==> src/rtl/keydeploy_seq.sv <==
module keydeploy_seq #(
  parameter int ADDR_W   = 6,
  parameter int DLY_W    = 8,
  parameter int POST_LEN = 3
) (
  input  logic              clk,
  input  logic              rst_n,
  input  logic              bus_we,
  input  logic [ADDR_W-1:0] bus_addr,
  input  logic [7:0]        bus_wdata,
  output logic [7:0]        bus_rdata,
  input  logic [DLY_W-1:0]  proc_cycles,
  input  logic              proc_pass,
  output logic              irq
);
  localparam int WW = ADDR_W - 2;
  localparam logic [WW-1:0] A_CMD = WW'(0), A_CFG = WW'(1), A_STATE = WW'(2),
    A_RES = WW'(3), A_VALID = WW'(4), A_RAW = WW'(5), A_EN = WW'(6),
    A_STAT = WW'(7), A_CLR = WW'(8);

  typedef enum logic [2:0] {PH_IDLE, PH_LOAD, PH_PROC, PH_GAIN, PH_POST} ph_e;

  ph_e              ph_q;
  logic [DLY_W-1:0] cnt_q;
  logic [7:0]       cfg_q;
  logic [2:0]       raw_q, en_q;
  logic             result_q, job_store_q;
  logic [1:0]       valid_q;

  wire [WW-1:0] word = bus_addr[ADDR_W-1:2];
  wire wr_hit    = bus_we && bus_addr[1:0] == 2'b00;
  wire start_req = wr_hit && word == A_CMD && bus_wdata[0];
  wire go_req    = wr_hit && word == A_CMD && bus_wdata[1];
  wire [2:0] mode    = cfg_q[2:0];
  wire [3:0] purpose = cfg_q[7:4];
  wire cfg_ok    = mode <= 3'd5 && purpose >= 4'd1 && purpose <= 4'd4;

  wire start_ok  = ph_q == PH_IDLE && start_req && cfg_ok;
  wire start_bad = ph_q == PH_IDLE && start_req && !cfg_ok;
  wire proc_end  = ph_q == PH_PROC && cnt_q == '0;
  wire post_end  = ph_q == PH_POST && cnt_q == '0;
  wire [2:0] set_bits = {post_end, proc_end, start_ok};
  wire [2:0] clr_bits = (wr_hit && word == A_CLR) ? bus_wdata[2:0] : 3'b000;
  wire [2:0] stat     = raw_q & en_q;

  assign irq = |stat;

  logic [1:0] state_code;
  always_comb begin
    case (ph_q)
      PH_LOAD:         state_code = 2'd1;
      PH_GAIN:         state_code = 2'd2;
      PH_PROC, PH_POST: state_code = 2'd3;
      default:         state_code = 2'd0;
    endcase
  end

  always_comb begin
    case (word)
      A_CFG:   bus_rdata = cfg_q;
      A_STATE: bus_rdata = {6'b0, state_code};
      A_RES:   bus_rdata = {7'b0, result_q};
      A_VALID: bus_rdata = {6'b0, valid_q};
      A_RAW:   bus_rdata = {5'b0, raw_q};
      A_EN:    bus_rdata = {5'b0, en_q};
      A_STAT:  bus_rdata = {5'b0, stat};
      default: bus_rdata = 8'h00;
    endcase
  end

  always_ff @(posedge clk or negedge rst_n) begin
    if (!rst_n) begin
      ph_q <= PH_IDLE;
      cnt_q <= '0;
      cfg_q <= '0;
      raw_q <= '0;
      en_q <= '0;
      result_q <= 1'b0;
      job_store_q <= 1'b0;
      valid_q <= '0;
    end else begin
      if (wr_hit && word == A_CFG) cfg_q <= bus_wdata;
      if (wr_hit && word == A_EN)  en_q <= bus_wdata[2:0];
      raw_q <= (raw_q & ~clr_bits) | set_bits;
      case (ph_q)
        PH_IDLE: begin
          if (start_ok) begin
            ph_q <= PH_LOAD;
            result_q <= 1'b0;
            job_store_q <= purpose != 4'd1;
          end else if (start_bad) begin
            result_q <= 1'b0;
          end
        end
        PH_LOAD: if (go_req) begin
          ph_q <= PH_PROC;
          cnt_q <= proc_cycles;
        end
        PH_PROC: begin
          if (proc_end) begin
            ph_q <= PH_GAIN;
            result_q <= proc_pass;
          end else cnt_q <= cnt_q - 1'b1;
        end
        PH_GAIN: if (go_req) begin
          ph_q <= PH_POST;
          cnt_q <= DLY_W'(POST_LEN);
        end
        PH_POST: begin
          if (post_end) begin
            ph_q <= PH_IDLE;
            if (result_q) valid_q[job_store_q] <= 1'b1;
          end else cnt_q <= cnt_q - 1'b1;
        end
        default: ph_q <= PH_IDLE;
      endcase
    end
  end

  p_start_enters_load_r5: assert property (@(posedge clk) disable iff (!rst_n)
    start_ok |=> (ph_q == PH_LOAD && raw_q[0]));
  p_reserved_rejected_r7: assert property (@(posedge clk) disable iff (!rst_n)
    start_bad |=> (ph_q == PH_IDLE && !result_q));
  p_proceed_in_idle_ignored_r3: assert property (@(posedge clk) disable iff (!rst_n)
    (ph_q == PH_IDLE && go_req && !start_req) |=> ph_q == PH_IDLE);
  p_proc_holds_busy_r4: assert property (@(posedge clk) disable iff (!rst_n)
    (ph_q == PH_PROC && cnt_q != '0) |=> ph_q == PH_PROC);
  p_set_beats_clear_r6: assert property (@(posedge clk) disable iff (!rst_n)
    proc_end |=> raw_q[1]);
  p_valid0_sticky_r9: assert property (@(posedge clk) disable iff (!rst_n)
    valid_q[0] |=> valid_q[0]);
  p_valid1_sticky_r9: assert property (@(posedge clk) disable iff (!rst_n)
    valid_q[1] |=> valid_q[1]);
endmodule

==> config.mk <==
export PLATFORM = sky130hd
export DESIGN_NAME = keydeploy_seq
export DESIGN_NICKNAME = d
export VERILOG_FILES = /design/src/rtl/keydeploy_seq.sv
export SDC_FILE = /design/constraint.sdc
export NUM_CORES = 1
export LEC_CHECK = 0
export ABC_CLOCK_PERIOD_IN_PS = 3800
export BUFFER_PORTS_ARGS = -buffer_cell sky130_fd_sc_hd__buf_2
export CORE_MARGIN = 5
export CORE_UTILIZATION = 40
export CTS_CLUSTER_SIZE = 40
export DETAILED_ROUTE_END_ITERATION = 12
export GPL_TIMING_DRIVEN = 1
export HOLD_SLACK_MARGIN = 0.12
export PLACE_DENSITY = 0.65
export SLEW_MARGIN = 40
export SYNTH_ARGS = -nofsm -noshare
export SYNTH_HDL_FRONTEND = slang
export SYNTH_SLANG_ARGS = --single-unit
==> constraint.sdc <==
create_clock -name clk -period 3.8 [get_ports clk]
set_clock_uncertainty 0.15 [all_clocks]
set_input_delay 0 -clock clk [delete_from_list [all_inputs] [get_ports clk]]
set_output_delay 0 -clock clk [all_outputs]
set_load 0.03 [all_outputs]
==> run metrics, run 1 <==
EDFF count, synth 0; internal power 0.000554 W; Synth Flop Type dfrtp_1; syn_nets 206; sequential cell area fraction in the yosys report 0.426; Syn Std Cell Area 0.00170 sq mm; post-synth top area cell dfrtp_1; cell mode on critical path dlygate4sd3_1; placer congestion estimate 0.871; total track usage 0.175; max-cap violations 0; Yosys top cell area share 0.426; asr flop ratio synth 1.00; crit path max fanout 4; Buf+Inv Stages, Crit Path 4; number of DRC markers in iteration 0 115; Worst Max-Slew Pin Slew 0.737 ns; worst path cell trace dlygate4sd3_1 > buf_2 > nor4b_4 > dlygate4sd3_1 > nand2_1 > nor2_1 > a21oi_1 > o2bb2ai_1 > dlygate4sd3_1; PnR Total Power 0.000734 W; Syn-to-layout area delta 34.9%; Pleak 1.09 nW; Top Usage Layer GRT met2; grt met3 use 0.0454; Layout Cells excl Fill 294; crit share post-route 0.704; Design Area, Final 0.00229 sq mm; VDD IR-drop max 0.000221 V; dpl hpwl 3.00 mm; Core Area 0.00406 sq mm; Largest stage delay, worst path 0.64 ns; Pwr per Cell Area 320 mW/mm^2; post-layout min period 2.67 ns; clock slew at reported path FFs 0.06 ns; Worst path top cell family by delay buffers and inverters; CP arrival 2.69 ns; layout cells sized above 1 0.262; Vias 1,561; CP Capture Type register; vias per cell 5.31; H-tree depth 2; initial antenna violation count 0; vias in the first global route 1,589; Slew Limit Fails 0; DP Area 0.00188 sq mm; Placed Cells 255; RSZ-0062 raised after global routing no; antenna cells 0; outcome complete, no violations; clk buf depth 2; Fillers 370; post-layout util 0.566; Clk pwr share 0.384; Seq pwr share 0.462; Setup TNS Final 0 ns; clk root buf clkbuf_8; Die H 75.2 microns; starting density of the core 0.419; Post-route DRC 0; setup bufs post-CTS 0; Worst EP required 3.81 ns; hold crit path type in -> reg; CTS tree done; Buffers on Ports 34; top-count cell post-synth dfrtp_1; I/O pin total 35; layout net count 270; synth top area cells dfrtp_1 43%, mux2_2 7.9%, nand2_1 5.1%; fmax 0.374 GHz; die area 0.00566 sq mm; Placement Rows 23; synth warn 0; number of distinct library cells after synthesis 46; slowest cell on the critical path dlygate4sd3_1; Logic pwr share 0.154; routing usage on met1 0.226; Crit Path Category in -> reg; Cells after Synth 179; first-pass GRT wire length 7.51 mm; drt first pass iters 4; Syn Area/Cell 9.51 sq um; number of synthesized register bits 29; net switching power 0.000180 W; pin count of the biggest net entering global routing 30; final setup fails 0; CTS Buf Count 5; met2 Use GR 0.286; relative slew slack 0.504; Setup crit start kind input port; Antenna Nets Post-Route 0; clk_lat worst skew 0.28 ns; post-DR wirelength/cell 14.6 microns; clk sinks 29; switch share 0.245; Final Hold Fails 0; Die W 75.2 microns; top cells by count, synth 29 x dfrtp_1, 23 x nand2_1, 14 x nor2_1, 12 x mux2_2, 10 x inv_1; total grt overflow 0; WL final 4.30 mm
## cell usage in the layout, fill, tap and decap left out, drive strengths merged, types with 2 or more instances in the layout
master and n:
o21ai 14, xnor2 2, a32oi 3, inv 11, xor2 2, nor3 6, nor3b 2, and4 2
nor4 4, o2bb2ai 2, nor2 15, nor4b 2, nand3 7, buf 34, a21oi 7, a211oi 3
dfrtp 29, mux2 12, clkbuf 7, o22ai 3, nand2 23, dlygate4sd3 31, and2 7
## power groups by stage
stage	logic [W]	clock network, W	registers [W]
final	0.000113	0.000282	0.000339
after global routing	0.000124	0.000307	0.000342
after CTS	0.000113	0.000290	0.000339
after detailed placement	0.0000795	0	0.000345
after global placement	0.0000789	0	0.000345
after floorplan	0.0000485	0	0.000340
## flip-flops by register name, summed over array words and instances (netlist names)
register,cells
cnt_q,8
en_q,3
job_store_q,1
result_q,1
valid_q,2
cfg_q,8
ph_q,3
raw_q,3
## path summary, 6_finish.rpt
path	slack, ns	end	cells past startpoint	startpoint
worst max-delay path	1.13	result_q	9	bus_addr[0]
worst min-delay path	0.12	en_q[1]	4	bus_addr[1]
worst max register to register	1.20	result_q	7	cnt_q[0]
worst min register to register	0.34	valid_q[0]	1	job_store_q
max in group asynchronous	2.93	cfg_q[6]	2	rst_n
min in group asynchronous	0.13	cnt_q[5]	2	rst_n
## metal layers
metal | wire (microns) | share of wire
met5 | 0 | 0
met4 | 44 | 0.010
met3 | 252 | 0.059
met2 | 2010 | 0.47
met1 | 1990 | 0.46
## cell families (layout without fill, tap and decap cells)
family,count (synthesis),in the layout,synth area share
AND/OR/NAND/NOR,69,69,0.226
multiplexers,13,13,0.0853
XOR/XNOR,4,4,0.0250
flip-flops,29,29,0.426
AO/OA/AOI/OAI,44,44,0.176
buffers and inverters,19,84,0.0544
adder cells (fa/ha/maj),1,1,0.00735
## final cells by class
| type | count | area (sq um) | share of cell area |
|---|---|---|---|
| multi-input cells | 131 | 883 | 0.385 |
| repair buffers | 65 | 480 | 0.209 |
| flip-flops and latches | 29 | 726 | 0.316 |
| inverters | 11 | 41.3 | 0.0180 |
| well taps | 50 | 62.6 | 0.0273 |
| clock buffers | 7 | 96.3 | 0.0420 |
| clock inverters | 1 | 5.00 | 0.00218 |
## through the flow
step / hold WS (ns) / setup slack, ns
5_1_grt: 0.147 / 0.945
3_3_place_gp: -0.0785 / 1.63
3_5_place_dp: -0.0781 / 1.56
6_report: 0.121 / 1.13
4_1_cts: 0.122 / 1.14
2_1_floorplan: -0.446 / 1.97
## worst reg2reg max path: stages (launching register included)
cell and delay [ns]:
dfrtp_1 0.40, inv_1 0.08, ha_1 0.17, nor3b_1 0.50, and2_1 0.38, a21oi_1 0.11
o2bb2ai_1 0.13, dlygate4sd3_1 0.56
## what timing repair did
item                       in CTS  in global routing
hold buffers                   31                  0
resized for setup               0                  0
hold endpoints to repair       55                  0
setup endpoints to repair       0                  0
(Power assumes the default switching activity.)
==> run 2, diff against run 1 <==
--- a/config.mk
+++ b/config.mk
@@ -5,7 +5,8 @@
 export SDC_FILE = /design/constraint.sdc
 export NUM_CORES = 1
 export LEC_CHECK = 0
-export ABC_CLOCK_PERIOD_IN_PS = 3800
+export ABC_AREA = 1
+export ABC_CLOCK_PERIOD_IN_PS = 2200
 export BUFFER_PORTS_ARGS = -buffer_cell sky130_fd_sc_hd__buf_2
 export CORE_MARGIN = 5
 export CORE_UTILIZATION = 40
@@ -13,7 +14,7 @@
 export DETAILED_ROUTE_END_ITERATION = 12
 export GPL_TIMING_DRIVEN = 1
 export HOLD_SLACK_MARGIN = 0.12
-export PLACE_DENSITY = 0.65
+export PLACE_DENSITY = 0.67
 export SLEW_MARGIN = 40
 export SYNTH_ARGS = -nofsm -noshare
 export SYNTH_HDL_FRONTEND = slang
==> constraint.sdc (replaced) <==
create_clock -name clk -period 2.2 [get_ports clk]
set_clock_uncertainty 0.15 [all_clocks]
set_input_delay 0 -clock clk [delete_from_list [all_inputs] [get_ports clk]]
set_output_delay 0 -clock clk [all_outputs]
set_load 0.03 [all_outputs]
==> run metrics, run 2 <==
outcome complete, no violations; Die W 77.1 microns; Placement Rows 24; post-layout util 0.539; Design Area, Final 0.00235 sq mm; wire length on met3 160 microns; Final Hold Fails 0; Cells after Synth 252; asr flop ratio synth 1.00; Syn-to-layout area delta 30.4%; antenna cells 0; post-DR wirelength/cell 12.0 microns; starting density of the core 0.414; Placed Cells 336; post-synth top area cell dfrtp_1; top-count cell post-synth nand2_1; Layout Cells excl Fill 367; clk sinks 29; relative slew slack 0.555; layout net count 341; Crit Path Category in -> reg; Post-route DRC 0; Pwr per Cell Area 529 mW/mm^2; Top Registers cfg_q (8), cnt_q (8); DP Area 0.00202 sq mm; Setup TNS Final 0 ns; number of synthesized register bits 29; Core Area 0.00435 sq mm; max-cap violations 0; RSZ-0062 raised after global routing no; placer congestion estimate 0.890; H-tree depth 2; layout cells sized above 1 0.216; CTS Buf Count 5; DR top layer met4; clock slew at reported path FFs 0.07 ns; met2 WL 2.00 mm; Worst Max-Slew Pin Slew 0.668 ns; crit share post-route 0.884; Fillers 432; setup bufs post-CTS 0; crit path max fanout 4; Worst EP required 2.20 ns; internal power 0.000919 W; Logic pwr share 0.130; Vias 1,793; first-pass GRT wire length 7.51 mm; drt first pass iters 4; synth top area cells dfrtp_1 40%, nand2_1 15%, nand3_1 7.5%; Syn Area/Cell 7.14 sq um; CP arrival 1.95 ns; I/O pin total 35; initial antenna violation count 0; syn_nets 279; vias in the first global route 1,661; CTS tree done; Pleak 1.20 nW; clk_lat worst skew 0.28 ns; post_cts resized 0; synth warn 0; VDD IR-drop max 0.000288 V; total track usage 0.156; Clk pwr share 0.393; PnR Total Power 0.00124 W; WL final 4.42 mm; number of DRC markers in iteration 0 55; fmax 0.514 GHz; Setup crit start kind input port; Buffers on Ports 34; CP Capture Type register; final setup fails 0; clk root buf clkbuf_8; Die H 77.1 microns; vias per cell 4.89; sequential cell area fraction in the yosys report 0.403; M1 WL 2.19 mm; hold crit path type in -> async; top cells by count, synth 70 x nand2_1, 33 x inv_1, 29 x dfrtp_1, 27 x nand3_1, 21 x nor2_1; Syn Std Cell Area 0.00180 sq mm; pin count of the biggest net entering global routing 30; Antenna Nets Post-Route 0; net switching power 0.000322 W; clk buf depth 2; Slew Limit Fails 0; Synth Flop Type dfrtp_1; total grt overflow 0; EDFF count, synth 0; Yosys top cell area share 0.403; number of distinct library cells after synthesis 27; die area 0.00594 sq mm; dpl hpwl 3.25 mm; hold buffer count at cts 23; Seq pwr share 0.476; switch share 0.259; most frequent cells in the layout 70 x nand2_1, 34 x buf_2, 33 x inv_1; post-layout min period 1.94 ns; most common cell after layout, fill and taps aside nand2_1
run 2: path summary, 6_finish.rpt:
kind / startpoint / endpoint / slack [ns] / cells after the start
max in group asynchronous: rst_n / cnt_q[1] / 1.32 / 2
min in group clk: bus_addr[2] / raw_q[0] / 0.14 / 6
setup reg to reg: cnt_q[1] / result_q / 0.47 / 8
setup / recovery: bus_addr[1] / raw_q[2] / 0.26 / 7
hold / removal: rst_n / cfg_q[7] / 0.14 / 2
hold reg to reg: valid_q[0] / valid_q[0] / 0.34 / 1
run 2: final cells by class:
| class | count | area [sq um] | area share |
|---|---|---|---|
| multi-input combinational | 184 | 913 | 0.389 |
| sequential | 29 | 726 | 0.309 |
| timing repair buffer | 57 | 400 | 0.171 |
| inverter | 37 | 141 | 0.0602 |
| clock buffer | 7 | 96.3 | 0.0410 |
| tap | 52 | 65.1 | 0.0277 |
| clock inverter | 1 | 5.00 | 0.00213 |
run 2: kinds of logic after synthesis:
group / Yosys count / synth area share
fa+ha+maj: 1 / 0.00695
compound gates: 39 / 0.133
xor+xnor: 1 / 0.00487
buf+inv: 39 / 0.0896
flops: 29 / 0.403
simple gates: 143 / 0.363
run 2: routing by layer:
metal | track usage | up-vias
met4 | 0.0567 | 0
met5 | 0 | -
met3 | 0.0433 | 5
met2 | 0.249 | 23
met1 | 0.202 | 826
li1 | - | 939
run 2: through the flow:
stage / worst slack (ns) / hold WS [ns]
6_report: 0.256 / 0.140
2_1_floorplan: 0.537 / -0.446
4_1_cts: 0.259 / 0.140
5_1_grt: 0.0678 / 0.204
3_3_place_gp: 0.524 / -0.0759
3_5_place_dp: 0.482 / -0.0816
run 2: critical path: stages:
cell	delay [ns]
dlygate4sd3_1	0.53
buf_2	0.12
nor2_2	0.18
dlygate4sd3_1	0.66
nand4_1	0.14
o21ai_0	0.21
o21ai_0	0.11
run 2: power groups by stage:
stage               sequential, W  clock (W)  combinational [W]
finish                   0.000591   0.000488           0.000162
CTS                      0.000590   0.000498           0.000163
detailed placement       0.000600          0           0.000131
global placement         0.000599          0           0.000128
global route             0.000596   0.000517           0.000183
floorplan                0.000592          0          0.0000770
==> run 3, diff against run 2 <==
--- a/config.mk
+++ b/config.mk
@@ -15,6 +15,7 @@
 export GPL_TIMING_DRIVEN = 1
 export HOLD_SLACK_MARGIN = 0.12
 export PLACE_DENSITY = 0.67
+export RECOVER_POWER = 50
 export SLEW_MARGIN = 40
 export SYNTH_ARGS = -nofsm -noshare
 export SYNTH_HDL_FRONTEND = slang
==> run metrics, run 3 (synthesis gave the netlist of run 2 again) <==
CTS tree done; wire length on met3 171 microns; Pwr per Cell Area 533 mW/mm^2; PnR Total Power 0.00124 W; clk_lat worst skew 0.28 ns; H-tree depth 2; WL final 4.40 mm; starting density of the core 0.414; DR top layer met4; relative slew slack -0.0421; Worst Max-Slew Pin Slew 1.56 ns; Logic pwr share 0.129; Worst R2R Path Depth 9; Die W 77.1 microns; R2R Path End cnt_q[3]; I/O pin total 35; worst path cell trace dlygate4sd3_1 > buf_2 > nor2_2 > dlygate4sd3_1 > nand4_1 > o21ai_0 > o21ai_0; placer congestion estimate 0.890; vias per cell 4.89; Fillers 437; Setup crit start kind input port; worst flop-to-flop path startpoint cnt_q[1]; Seq pwr share 0.476; Core Area 0.00435 sq mm; Post-route DRC 0; hold buffer count at cts 23; first-pass GRT wire length 7.51 mm; CTS Buf Count 5; number of DRC markers in iteration 0 54; total grt overflow 0; M1 WL 2.16 mm; initial antenna violation count 0; hold crit path type in -> reg; fmax 0.509 GHz; net switching power 0.000325 W; most frequent cells in the layout 71 x nand2_1, 33 x inv_1, 32 x buf_2; layout net count 341; clk sinks 29; clk buf depth 2; post_cts resized 0; FF-to-FF setup slack 0.28 ns; CP arrival 1.97 ns; slowest cell on the critical path dlygate4sd3_1; total track usage 0.156; Vias 1,794; Buffers on Ports 34; Antenna Nets Post-Route 0; die area 0.00594 sq mm; final setup fails 0; RSZ-0062 raised after global routing no; Worst setup endpoint raw_q[2]; most common cell after layout, fill and taps aside nand2_1; Clk pwr share 0.395; Placement Rows 24; Placed Cells 336; post-layout min period 1.97 ns; Worst EP required 2.20 ns; met2 WL 1.99 mm; layout cells sized above 1 0.203; outcome finished, violations left; internal power 0.000918 W; crit path max fanout 4; VDD IR-drop max 0.000288 V; dpl hpwl 3.25 mm; post-layout util 0.535; max-cap violations 1; pin count of the biggest net entering global routing 30; Setup TNS Final 0 ns; clock slew at reported path FFs 0.07 ns; post-DR wirelength/cell 12.0 microns; Slew Limit Fails 30; Critical Path Source bus_addr[1]; vias in the first global route 1,661; switch share 0.261; Die H 77.1 microns; Top Registers cfg_q (8), cnt_q (8); Largest stage delay, worst path 0.67 ns; clk root buf clkbuf_8; drt first pass iters 4; Final Hold Fails 0; crit share post-route 0.894; violated checks capacitance limit, slew limit; Pleak 1.19 nW; antenna cells 0; Crit Path Category in -> reg; Layout Cells excl Fill 367; Syn-to-layout area delta 29.5%; setup bufs post-CTS 0; CP Capture Type register
run 3: cell count changes in the layout (fill, tap and decap cells not counted):
cell / before / now
nand2_2: 6 / 5
buf_2: 34 / 32
o21ai_0: 18 / 19
o21ai_4: 1 / 0
clkbuf_1: 0 / 2
nand2_1: 70 / 71
run 3: worst min path at each step:
stage | cells after the start | endpoint | from | slack (ns)
2_1_floorplan | 0 | cfg_q[0] | rst_n | -0.45
3_5_place_dp | 1 | cfg_q[7] | rst_n | -0.08
4_1_cts | 6 | raw_q[0] | bus_addr[2] | 0.14
5_1_grt | 6 | raw_q[0] | bus_addr[2] | 0.20
3_3_place_gp | 1 | cfg_q[3] | rst_n | -0.08
6_report | 6 | raw_q[0] | bus_addr[2] | 0.14
run 3: power by group through the flow:
stage               logic (W)  registers (W)  clock network, W
finish               0.000160       0.000591          0.000491
CTS                  0.000163       0.000590          0.000498
global placement     0.000128       0.000599                 0
detailed placement   0.000131       0.000600                 0
floorplan           0.0000770       0.000592                 0
global route         0.000183       0.000596          0.000517
run 3: final cells by class:
class	instances	area (sq um)	share of cell area
multi-input cells	184	900	0.386
clock inverters	1	5.00	0.00215
flip-flops and latches	29	726	0.311
inverters	37	141	0.0607
clock buffers	7	96.3	0.0413
repair buffers	57	398	0.171
well taps	52	65.1	0.0279
run 3: per-layer routing:
metal | up-vias | GRT usage
met2 | 30 | 0.249
met5 | - | 0
met1 | 821 | 0.202
met4 | 0 | 0.0567
li1 | 938 | -
met3 | 5 | 0.0433
run 3: critical path: cells and delay by family:
family                 cells  cell delay (ns)
AO/OA/AOI/OAI              2             0.32
buffers and inverters      3             1.32
AND/OR/NAND/NOR            2             0.32
run 3: through the flow:
stage	hold slack [ns]	instance area (sq um)	setup slack, ns
final	0.142	2330	0.234
after global routing	0.204	2330	0.0658
after CTS	0.140	2350	0.259
after detailed placement	-0.0816	2020	0.482
after global placement	-0.0759	2020	0.524
after floorplan	-0.446	1800	0.537
